--- src/rtl/spdif_tx_pkg.sv ---
package spdif_tx_pkg;

    localparam int AUDIO_W    = 24;
    localparam int HALF_CELLS = 64;
    localparam int POS_W      = $clog2(HALF_CELLS);
    localparam int PRE_HALVES = 8;
    localparam int AUDIO_LO   = 4;
    localparam int SLOT_V     = 28;
    localparam int SLOT_U     = 29;
    localparam int SLOT_C     = 30;
    localparam int SLOT_P     = 31;

    typedef enum logic [1:0] {PRE_B, PRE_M, PRE_W} pre_kind_e;

    // Move a right-justified sample to the top of the 24-bit audio field.
    function automatic logic [AUDIO_W-1:0] align_sample(input logic [AUDIO_W-1:0] s,
                                                        input logic [1:0] fmt);
        case (fmt)
            2'd0:    return {s[15:0], 8'h00};
            2'd1:    return {s[19:0], 4'h0};
            default: return s;
        endcase
    endfunction

    // Toggle pattern of each preamble, first half-cell at bit 7.
    function automatic logic pre_toggle(input pre_kind_e k, input logic [2:0] idx);
        logic [7:0] p;
        case (k)
            PRE_B:   p = 8'b1001_1100;
            PRE_M:   p = 8'b1001_0011;
            default: p = 8'b1001_0110;
        endcase
        return p[3'd7 - idx];
    endfunction

    // Channel-status bit for a given frame of the block.
    function automatic logic cs_bit(input logic [7:0] idx, input logic raw,
                                    input logic [3:0] rate);
        if (idx == 8'd1) return raw;
        if (idx >= 8'd24 && idx <= 8'd27) return rate[idx[1:0]];
        return 1'b0;
    endfunction

endpackage

--- src/rtl/spdif_tx_div.sv ---
module spdif_tx_div #(
    parameter int RATIO_W = 5
) (
    input  logic               clk,
    input  logic               rst_n,
    input  logic               active_i,
    input  logic [RATIO_W-1:0] ratio_i,
    output logic               tick_o
);
    typedef struct packed {
        logic [RATIO_W-1:0] cnt;
    } div_st_t;

    div_st_t st_d, st_q;

    always_comb begin
        st_d   = st_q;
        tick_o = active_i && (st_q.cnt == ratio_i);
        if (!active_i || tick_o) st_d.cnt = '0;
        else                     st_d.cnt = st_q.cnt + 1'b1;
    end

    always_ff @(posedge clk or negedge rst_n) begin
        if (!rst_n) st_q <= '0;
        else        st_q <= st_d;
    end

    // with a divider above one, two ticks are never adjacent
    assert_tick_spacing_R1: assert property (@(posedge clk) disable iff (!rst_n)
        (tick_o && ratio_i != '0) |=> !tick_o);

endmodule

--- src/rtl/spdif_tx_seq.sv ---
module spdif_tx_seq
    import spdif_tx_pkg::*;
#(
    parameter int FRAMES = 192
) (
    input  logic               clk,
    input  logic               rst_n,
    input  logic               run_i,
    input  logic               tick_i,
    input  logic [1:0]         cfg_fmt_i,
    input  logic               cfg_raw_i,
    input  logic               cfg_mono_i,
    input  logic [3:0]         cfg_rate_i,
    input  logic [AUDIO_W-1:0] smp_left_i,
    input  logic [AUDIO_W-1:0] smp_right_i,
    input  logic               smp_valid_i,
    output logic               smp_ready_o,
    output logic               underrun_o,
    output logic               start_o,
    output logic               adv_o,
    output logic [POS_W-1:0]   pos_n_o,
    output pre_kind_e          kind_n_o,
    output logic [31:0]        word_o
);
    localparam int FW = $clog2(FRAMES);

    typedef struct packed {
        logic               active;
        logic [POS_W-1:0]   pos;
        logic               sf;
        logic [FW-1:0]      fr;
        logic [AUDIO_W-1:0] left;
        logic [AUDIO_W-1:0] right;
        logic               miss;
        logic               under;
        logic [31:0]        word;
    } seq_st_t;

    seq_st_t st_d, st_q;

    logic               start, adv, wrap, take;
    logic [AUDIO_W-1:0] chan;
    logic [31:0]        w;

    always_comb begin
        st_d  = st_q;
        start = run_i && !st_q.active;
        adv   = run_i && st_q.active && tick_i;
        wrap  = adv && (st_q.pos == POS_W'(HALF_CELLS - 1));
        take  = start || (wrap && st_q.sf);
        chan  = '0;
        w     = '0;

        if (!run_i) begin
            st_d.active = 1'b0;
            st_d.pos    = '0;
            st_d.sf     = 1'b0;
            st_d.fr     = '0;
        end else if (start) begin
            st_d.active = 1'b1;
            st_d.pos    = '0;
            st_d.sf     = 1'b0;
            st_d.fr     = '0;
            st_d.under  = 1'b0;
        end else if (adv) begin
            st_d.pos = st_q.pos + 1'b1;
            if (wrap) begin
                st_d.sf = !st_q.sf;
                if (st_q.sf)
                    st_d.fr = (st_q.fr == FW'(FRAMES - 1)) ? '0 : st_q.fr + 1'b1;
            end
        end

        if (take) begin
            if (smp_valid_i) begin
                st_d.left  = smp_left_i;
                st_d.right = cfg_mono_i ? smp_left_i : smp_right_i;
                st_d.miss  = 1'b0;
            end else begin
                st_d.left  = '0;
                st_d.right = '0;
                st_d.miss  = 1'b1;
                st_d.under = 1'b1;
            end
        end

        if (start || wrap) begin
            chan                              = st_d.sf ? st_d.right : st_d.left;
            w[AUDIO_LO +: AUDIO_W]            = align_sample(chan, cfg_fmt_i);
            w[SLOT_V]                         = cfg_raw_i || st_d.miss;
            w[SLOT_U]                         = 1'b0;
            w[SLOT_C]                         = cs_bit(8'(st_d.fr), cfg_raw_i, cfg_rate_i);
            w[SLOT_P]                         = ^w[SLOT_C:AUDIO_LO];
            st_d.word                         = w;
        end
    end

    always_ff @(posedge clk or negedge rst_n) begin
        if (!rst_n) st_q <= '0;
        else        st_q <= st_d;
    end

    assign smp_ready_o = take;
    assign underrun_o  = st_q.under;
    assign start_o     = start;
    assign adv_o       = adv;
    assign pos_n_o     = st_d.pos;
    assign kind_n_o    = st_d.sf ? PRE_W : ((st_d.fr == '0) ? PRE_B : PRE_M);
    assign word_o      = st_q.word;

    // a handshake always lands on the first half-cell of a left subframe
    assert_ready_frame_R9: assert property (@(posedge clk) disable iff (!rst_n)
        smp_ready_o |=> (st_q.active && st_q.pos == '0 && !st_q.sf));

    // the underrun flag only falls on a fresh start
    assert_underrun_sticky_R10: assert property (@(posedge clk) disable iff (!rst_n)
        (st_q.under && !start) |=> st_q.under);

    // the frame counter never leaves the block
    assert_frame_range_R8: assert property (@(posedge clk) disable iff (!rst_n)
        st_q.active |-> (st_q.fr <= FW'(FRAMES - 1)));

endmodule

--- src/rtl/spdif_tx_line.sv ---
module spdif_tx_line
    import spdif_tx_pkg::*;
(
    input  logic             clk,
    input  logic             rst_n,
    input  logic             run_i,
    input  logic             step_i,
    input  logic [POS_W-1:0] pos_n_i,
    input  pre_kind_e        kind_n_i,
    input  logic [31:0]      word_i,
    output logic             line_o
);
    typedef struct packed {
        logic line;
    } line_st_t;

    line_st_t st_d, st_q;
    logic     tog;

    always_comb begin
        st_d = st_q;
        if (pos_n_i < POS_W'(PRE_HALVES))
            tog = pre_toggle(kind_n_i, pos_n_i[2:0]);
        else if (!pos_n_i[0])
            tog = 1'b1;
        else
            tog = word_i[pos_n_i[POS_W-1:1]];

        if (!run_i)      st_d.line = 1'b0;
        else if (step_i) st_d.line = st_q.line ^ tog;
    end

    always_ff @(posedge clk or negedge rst_n) begin
        if (!rst_n) st_q <= '0;
        else        st_q <= st_d;
    end

    assign line_o = st_q.line;

    // the line is idle one clock after the enables drop
    assert_idle_low_R11: assert property (@(posedge clk) disable iff (!rst_n)
        !run_i |=> !line_o);

    // a cell boundary outside the preamble body always flips the line
    assert_cell_edge_R4: assert property (@(posedge clk) disable iff (!rst_n)
        (step_i && !pos_n_i[0] && (pos_n_i >= POS_W'(PRE_HALVES) || pos_n_i == '0))
        |=> (line_o != $past(line_o)));

endmodule

--- src/rtl/spdif_tx_encoder.sv ---
module spdif_tx_encoder
    import spdif_tx_pkg::*;
#(
    parameter int RATIO_W = 5,
    parameter int FRAMES  = 192
) (
    input  logic               clk,
    input  logic               rst_n,
    input  logic               glb_en,
    input  logic               tx_en,
    input  logic [1:0]         cfg_fmt,
    input  logic               cfg_raw,
    input  logic               cfg_mono,
    input  logic [RATIO_W-1:0] cfg_ratio,
    input  logic [3:0]         cfg_rate,
    input  logic [AUDIO_W-1:0] smp_left,
    input  logic [AUDIO_W-1:0] smp_right,
    input  logic               smp_valid,
    output logic               smp_ready,
    output logic               line_out,
    output logic               underrun
);
    logic             run, tick, start, adv, active;
    logic [POS_W-1:0] pos_n;
    pre_kind_e        kind_n;
    logic [31:0]      word;

    assign run    = glb_en && tx_en;
    assign active = run && !start;

    spdif_tx_div #(.RATIO_W(RATIO_W)) u_div (
        .clk      (clk),
        .rst_n    (rst_n),
        .active_i (active),
        .ratio_i  (cfg_ratio),
        .tick_o   (tick)
    );

    spdif_tx_seq #(.FRAMES(FRAMES)) u_seq (
        .clk         (clk),
        .rst_n       (rst_n),
        .run_i       (run),
        .tick_i      (tick),
        .cfg_fmt_i   (cfg_fmt),
        .cfg_raw_i   (cfg_raw),
        .cfg_mono_i  (cfg_mono),
        .cfg_rate_i  (cfg_rate),
        .smp_left_i  (smp_left),
        .smp_right_i (smp_right),
        .smp_valid_i (smp_valid),
        .smp_ready_o (smp_ready),
        .underrun_o  (underrun),
        .start_o     (start),
        .adv_o       (adv),
        .pos_n_o     (pos_n),
        .kind_n_o    (kind_n),
        .word_o      (word)
    );

    spdif_tx_line u_line (
        .clk      (clk),
        .rst_n    (rst_n),
        .run_i    (run),
        .step_i   (start || adv),
        .pos_n_i  (pos_n),
        .kind_n_i (kind_n),
        .word_i   (word),
        .line_o   (line_out)
    );

endmodule

--- config.mk ---
export PLATFORM = sky130hd
export DESIGN_NAME = spdif_tx_encoder
export DESIGN_NICKNAME = d
export VERILOG_FILES = /design/src/rtl/spdif_tx_pkg.sv /design/src/rtl/spdif_tx_div.sv /design/src/rtl/spdif_tx_seq.sv /design/src/rtl/spdif_tx_line.sv /design/src/rtl/spdif_tx_encoder.sv
export SDC_FILE = /design/constraint.sdc
export NUM_CORES = 1
export LEC_CHECK = 0
export BUFFER_PORTS_ARGS = -buffer_cell sky130_fd_sc_hd__buf_2
export CAP_MARGIN = 10
export CORE_UTILIZATION = 60
export DETAILED_ROUTE_END_ITERATION = 8
export PLACE_DENSITY = 0.91
export SLEW_MARGIN = 30
export SYNTH_ARGS = -nofsm -noshare
export SYNTH_HDL_FRONTEND = slang
export SYNTH_SLANG_ARGS = --single-unit
--- constraint.sdc ---
create_clock -name clk -period 9.2 [get_ports clk]
set_clock_uncertainty 0.15 [all_clocks]
set_input_delay 0.92 -clock clk [delete_from_list [all_inputs] [get_ports clk]]
set_output_delay 0.92 -clock clk [all_outputs]
set_load 0.03 [all_outputs]
# [After elaboration in Yosys (flattened, before gate mapping)]
# Index checks and enable logic that the tools add are counted.
[totals] regBits=99 input_bits=66 output_inout_bits=3 wordCells=93
[classes] add_sub_neg=4 n_lt_le_gt_ge=6 n_eq_ne=8 n_mux=41 n_bitwise=1 n_reduce_logical=22
[op_table] cell="$mux W24" count=3
[op_table] cell="$mux W50" count=1
[op_table] cell="$mux W49" count=1
[op_table] cell="$pmux W24 S2" count=1
[op_table] cell="$mux W15" count=2
[op_table] cell="$reduce_xor A27 Y1" count=1
[op_table] cell="$mux W8" count=3
[op_table] cell="$mux W1" count=22
[op_table] cell="$mux W16" count=1
[op_table] cell="$logic_and A1 B1 Y1" count=9
[op_table] cell="$mux W9" count=1
[op_table] cell="$add A8 B1 Y8 const B" count=1
[op_table] cell="$eq A8 B1 Y1 const B" count=1
[op_table] cell="$eq A8 B8 Y1 const B" count=1
[op_table] cell="$ge A8 B5 Y1 const B" count=1
[op_table] cell="$le A8 B5 Y1 const B" count=1
[op_table] cell="$logic_not A8 Y1" count=1
[op_table] cell="$pmux W4 S2" count=1
[op_table] cell="$add A6 B1 Y6 const B" count=1
[op_table] cell="$eq A6 B6 Y1 const B" count=1
[op_table] cell="$lt A5 B6 Y1 const B" count=1
[op_table] cell="$lt A6 B4 Y1 const B" count=1
[op_table] cell="$add A5 B1 Y5 const B" count=1
[op_table] cell="$bmux W1 S5" count=1
[op_table] cell="14 further kinds" count=24

# [Depth between registers and ports, before layout]
[depth] word_depth=23 mapped_depth=19

# [Cells and area by module]
# From an unflattened synthesis, not the netlist that was laid out.
[unflattened] hier_cells=699 hier_area_um2=6496.2
[modules_own_cells] mod="spdif_tx_seq" n_inst=1 cells_per_inst=625 area_per_inst_um2=5785.5
[modules_own_cells] mod="spdif_tx_line" n_inst=1 cells_per_inst=43 area_per_inst_um2=405.4
[modules_own_cells] mod="spdif_tx_div" n_inst=1 cells_per_inst=28 area_per_inst_um2=284.0
[modules_own_cells] mod="spdif_tx_encoder" n_inst=1 cells_per_inst=3 area_per_inst_um2=21.3

# [Least setup slack after synthesis]
# No wires, ideal clock.
[synth_path] kind="input-to-reg" start="in cfg_ratio[3]" end="reg u_seq.st_q, in the netlist u_seq.word_o[31]" arrival_time_ns=4.729 t_required_ns=8.974 path_slack_ns=4.245 stages=17 n_path_buf=2 path_cell_list="xor2_1 > nor3_2 > nand2_1 > nor4_1 > ha_1 > nor2_4 > inv_1 > buf_2 > buf_1 > o21ai_0 > a21oi_1 > nor3_1 > a221oi_2 > xor2_1 > xnor3_1 > xnor3_1 > o21ai_1"
[synth_rtl] element="start: declaration" line="spdif_tx_encoder.sv:14" text="input logic [RATIO_W-1:0] cfg_ratio,"
[synth_rtl] element="end signal: assignment" line="spdif_tx_seq.sv:100" text="else st_q <= st_d;"
[synth_rtl] element="end: declaration" line="spdif_tx_seq.sv:39" text="seq_st_t st_d, st_q;"

# [Worst setup path in the final report]
[layout_path] start="in cfg_ratio[3]" end="reg u_seq.st_q, in the netlist u_seq.word_o[31]"
[layout_between] elab_chain_len=17 word_cells_on_any_way=32 cone_classes="order compare: 2; eq/ne: 2; mux: 19; reduce/logical: 9"
[layout_lines] element="$eq A5 B5 Y1 (*)" line="spdif_tx_div.sv:18" text="tick_o = active_i && (st_q.cnt == ratio_i);"
[layout_lines] element="$logic_and A1 B1 Y1 (*)" line="spdif_tx_div.sv:18"
[layout_lines] element="$logic_and A1 B1 Y1 (*)" line="spdif_tx_seq.sv:48" text="adv = run_i && st_q.active && tick_i;"
[layout_lines] element="$logic_and A1 B1 Y1" line="spdif_tx_seq.sv:49" text="wrap = adv && (st_q.pos == POS_W'(HALF_CELLS - 1));"
[layout_lines] element="$mux W9" line="spdif_tx_seq.sv:67" text="if (wrap) begin"
[layout_lines] element="$mux W15" line="spdif_tx_seq.sv:65" text="end else if (adv) begin"
[layout_lines] element="$mux W15" line="spdif_tx_seq.sv:59" text="end else if (start) begin"
[layout_lines] element="$mux W16" line="spdif_tx_seq.sv:54" text="if (!run_i) begin"
[layout_lines] element="$ge A8 B5 Y1 / $le A8 B5 Y1 (equally long branches)" line="spdif_tx_pkg.sv:40" text="if (idx >= 8'd24 && idx <= 8'd27) return rate[idx[1:0]];"
[layout_lines] element="$logic_and A1 B1 Y1" line="spdif_tx_pkg.sv:40"
[layout_lines] element="$mux W1 (2 in series)" line="spdif_tx_pkg.sv:40"
[layout_lines] element="$mux W1" line="spdif_tx_seq.sv:87" text="if (start || wrap) begin"
[layout_lines] element="$mux W1" line="spdif_tx_pkg.sv:41" text="return 1'b0;"
[layout_lines] element="$mux W1" line="spdif_tx_pkg.sv:40"
[layout_lines] element="$mux W1" line="spdif_tx_seq.sv:87"
[layout_lines] element="$reduce_xor A27 Y1" line="spdif_tx_seq.sv:93" text="w[SLOT_P] = ^w[SLOT_C:AUDIO_LO];"
# Mark *: on every way between the ends. The rest lies on a longest branch, timed or not. The select of a mux whose other input is x is not followed.
# A chain may end at the register's enable or synchronous reset.

==> flow_summary.yaml <==
final_layout:
  fin_nets: 788
  drive_gt1_share_pct: 18.7
  utilization_pct: 67.7
  antenna_cells: 0
  area.sequential_sq_um: 2480
  multi_input_area_sq_um: 3330
  area_growth_pct: 8.78
  fill_cells: 750
yosys:
  ys.flop_type: "dfrtp_1"
  syn_nets: 749
  synth.area.top_cells: "dfrtp_1 40%, nand2_1 6.7%, mux2i_1 5.7%, mux2_2 5.7%, o21ai_0 4.0%"
  synth-seq-cells: 99
  synth_edf_count: 0
  avgSynthCellArea_sq_um: 9.05
  syn_inst: 679
  synth.distinct_cells: 66
  synth_top_area_share_pct: 40.3
  ys_seq_area_share_pct: 40.3
  yosys.area.top_type: "dfrtp_1"
  yosys_warnings: 0
  syn_area_sq_um: 6140
  synthArstFlopShare_pct: 100
detailed_routing:
  drtPass1Iterations: 5
  drc: 0
  vias_per_cell: 6.28
  vias: 5378
  drt_iter0_markers: 428
  ant_nets: 0
  drt_wl_total_mm: 15.3
  wire_per_inst_microns: 17.9
critical_path:
  crit_arrival_ps: 6300
  crit_chain: "buf_2 > xor2_1 > nor3_2 > nand2_1 > nor4_1 > ha_1 > nor2_4 > inv_1 > buf_4 > mux2i_1 > o21ai_0 > o21ai_0 > a21o_1 > o211ai_1 > mux2i_1 > xor2_1 > xnor3_1 > o21ai_1"
  required_ps: 9360
  critPathLaunchType: "input pin"
  crit_family: "simple AND/OR/NAND/NOR gates"
  crit_type: "in2reg"
  cp_slowest_cell: "ha_1"
  endpoint_kind: "flip-flop"
  critical_path.max_fanout: 47
  cp_num_buf_inv: 3
  critPathMaxStageDelay_ps: 850
power_and_ir_drop:
  p_leak_nw: 3.07
  ir_drop_mv: 0.117
  p_per_area_nw_per_um2: 162
placed_design:
  gp_congestion: 0.993
  pre_cts_slack_ps: 2690
  io_buffers: 68
  dp_hpwl_mm: 11.1
global_routing:
  grt_pass1_vias: 5283
  groute.usage.overall_pct: 31.0
  grt_max_degree: 64
  grt_pass1_wl_mm: 24.9
  grt-ovfl-total: 0
  antenna_found_initial: 0
die:
  initial_core_util_pct: 62.3
  io_pins: 69
  rows: 36
  die_area_sq_um: 10600
  dieWidth_microns: 103
  die_y_microns: 103
  coreArea_sq_um: 9860
clock_tree:
  clock-sinks: 99
  postCtsHoldBufs: 0
  clockBufferDepth: 2
  cts_resized: 0
  cts_tree: "built"
  worstSkewPairLatency_ps: 380
  cts_buffers: 9
  cts.clk_slew.worst_paths_ps: 90
  post_cts_buffers: 0
  htreeDepth: 3
  cts_root_buf: "clkbuf_8"
timing:
  period_share_pct: 66.8
  layout_min_cycle_time_ps: 6140
  drv_slew: 0
  hold_violations: 0
  final-setup-viol-count: 0
  worst_pin_slew_ps: 896
  rsz0062_at_grt: "no"
  fin_ws_ps: 3060
  max_freq_ghz: 0.163
  setup_tns_ps: 0
  maxSlewHeadroom_pct: 40.3
status:
  status: "finished, final reports clean"
job:
  maxCapViolations: 0
min_path:
  holdCritPathClass: "reg2reg"
==> per-stage QoR <==
step	hold WS (ps)	area (sq um)	cells	power, W
after floorplan	278	6140	679	0.000713
after global placement	292	6470	840	0.000775
after detailed placement	301	6470	840	0.000790
after CTS	321	6680	856	0.00108
after global routing	337	6680	856	0.00113
final	314	6680	856	0.00108
==> worst reg2reg max path, cell delays in order, from the launching register on <==
cell and delay, ps:
dfrtp_1 440, xor2_1 200, nor3_2 360, nand2_1 220, nor4_1 550, ha_1 850, nor2_4 310, inv_1 170
buf_4 440, mux2i_1 430, o21ai_0 140, o21ai_0 290, a21o_1 270, o211ai_1 100, mux2i_1 210, xor2_1 210
xnor3_1 420, o21ai_1 120
==> sequential cells by signal (all words and copies together) (netlist names) <==
register          flops
u_div.st_q            5
u_line.line_o         1
u_seq.st_q           65
u_seq.underrun_o      1
u_seq.word_o         27
==> Yosys cell counts (7+ instances only) <==
cell	n
a21oi_1	29
o21ai_0	49
dfrtp_1	99
xor2_1	15
mux2i_1	35
xnor2_1	20
nor2_1	34
nand3_1	36
nor4_1	7
clkbuf_1	26
inv_1	31
buf_2	10
nor3_1	10
mux2_2	31
o211ai_1	22
nand2_1	110
==> kinds of logic (layout without fill, tap and decap cells) <==
logic type | Yosys count | count (layout) | share of synthesized area, %
and+or+nand+nor | 239 | 239 | 18.4
AOI/OAI and AO/OA | 152 | 152 | 16.1
DFF | 99 | 99 | 40.3
buffers and inverters | 77 | 121 | 5.74
muxes | 68 | 68 | 11.8
xor gates and xnor gates | 40 | 40 | 6.82
adders and majority gates | 4 | 4 | 0.815
==> placed cells by master, fill, tap and decap left out, types with 4 or more instances in the layout <==
| cell | n |
|---|---|
| a31o_2 | 4 |
| nor3_1 | 10 |
| mux2i_1 | 35 |
| xnor3_1 | 5 |
| xnor2_1 | 20 |
| buf_4 | 5 |
| nor4_1 | 7 |
| clkbuf_8 | 12 |
| or3_1 | 4 |
| mux2_2 | 31 |
| and3_1 | 5 |
| ha_1 | 4 |
| a22oi_1 | 4 |
| dfrtp_1 | 99 |
| o21ai_0 | 49 |
| inv_1 | 31 |
| xor2_1 | 15 |
| nand3_1 | 36 |
| nor2_1 | 33 |
| buf_2 | 67 |
| a221oi_1 | 5 |
| nand2_1 | 110 |
| nand2b_1 | 6 |
| o211ai_1 | 22 |
| nor2b_1 | 4 |
| nor3b_1 | 6 |
| o221ai_1 | 4 |
| a21oi_1 | 28 |
==> area by class of cell <==
type | count | share of cell area, %
Clock buffer | 15 | 2.64
Inverter | 33 | 1.97
Sequential cell | 99 | 37.1
Multi-Input combinational cell | 503 | 49.8
Tap cell | 133 | 2.49
Clock inverter | 1 | 0.449
Timing Repair Buffer | 72 | 5.58
==> where the power goes <==
group	internal, W	switching (W)
sequential	0.000486	0.0000224
clock	0.000149	0.000145
combinational	0.000127	0.000152
==> final timing paths <==
path,startpoint,to,slack (ps),cells past startpoint
worst max-delay path,cfg_ratio[3],u_seq.word_o[31],3060,18
worst min-delay path,u_seq.st_q[45],u_seq.st_q[45],310,2
worst max register to register,u_div.st_q[0],u_seq.word_o[31],3240,17
worst min register to register,u_seq.st_q[45],u_seq.st_q[45],310,2
max in group asynchronous,rst_n,u_seq.word_o[10],7420,2
min in group asynchronous,rst_n,u_seq.st_q[45],330,1
==> routing by layer <==
layer | track usage [%] | share of wire (%)
met2 | 51.0 | 49
met1 | 39.1 | 41
met3 | 7.53 | 7.1
met4 | 13.5 | 3.2
met5 | 0 | 0
Power figures use the tool's default switching activity.
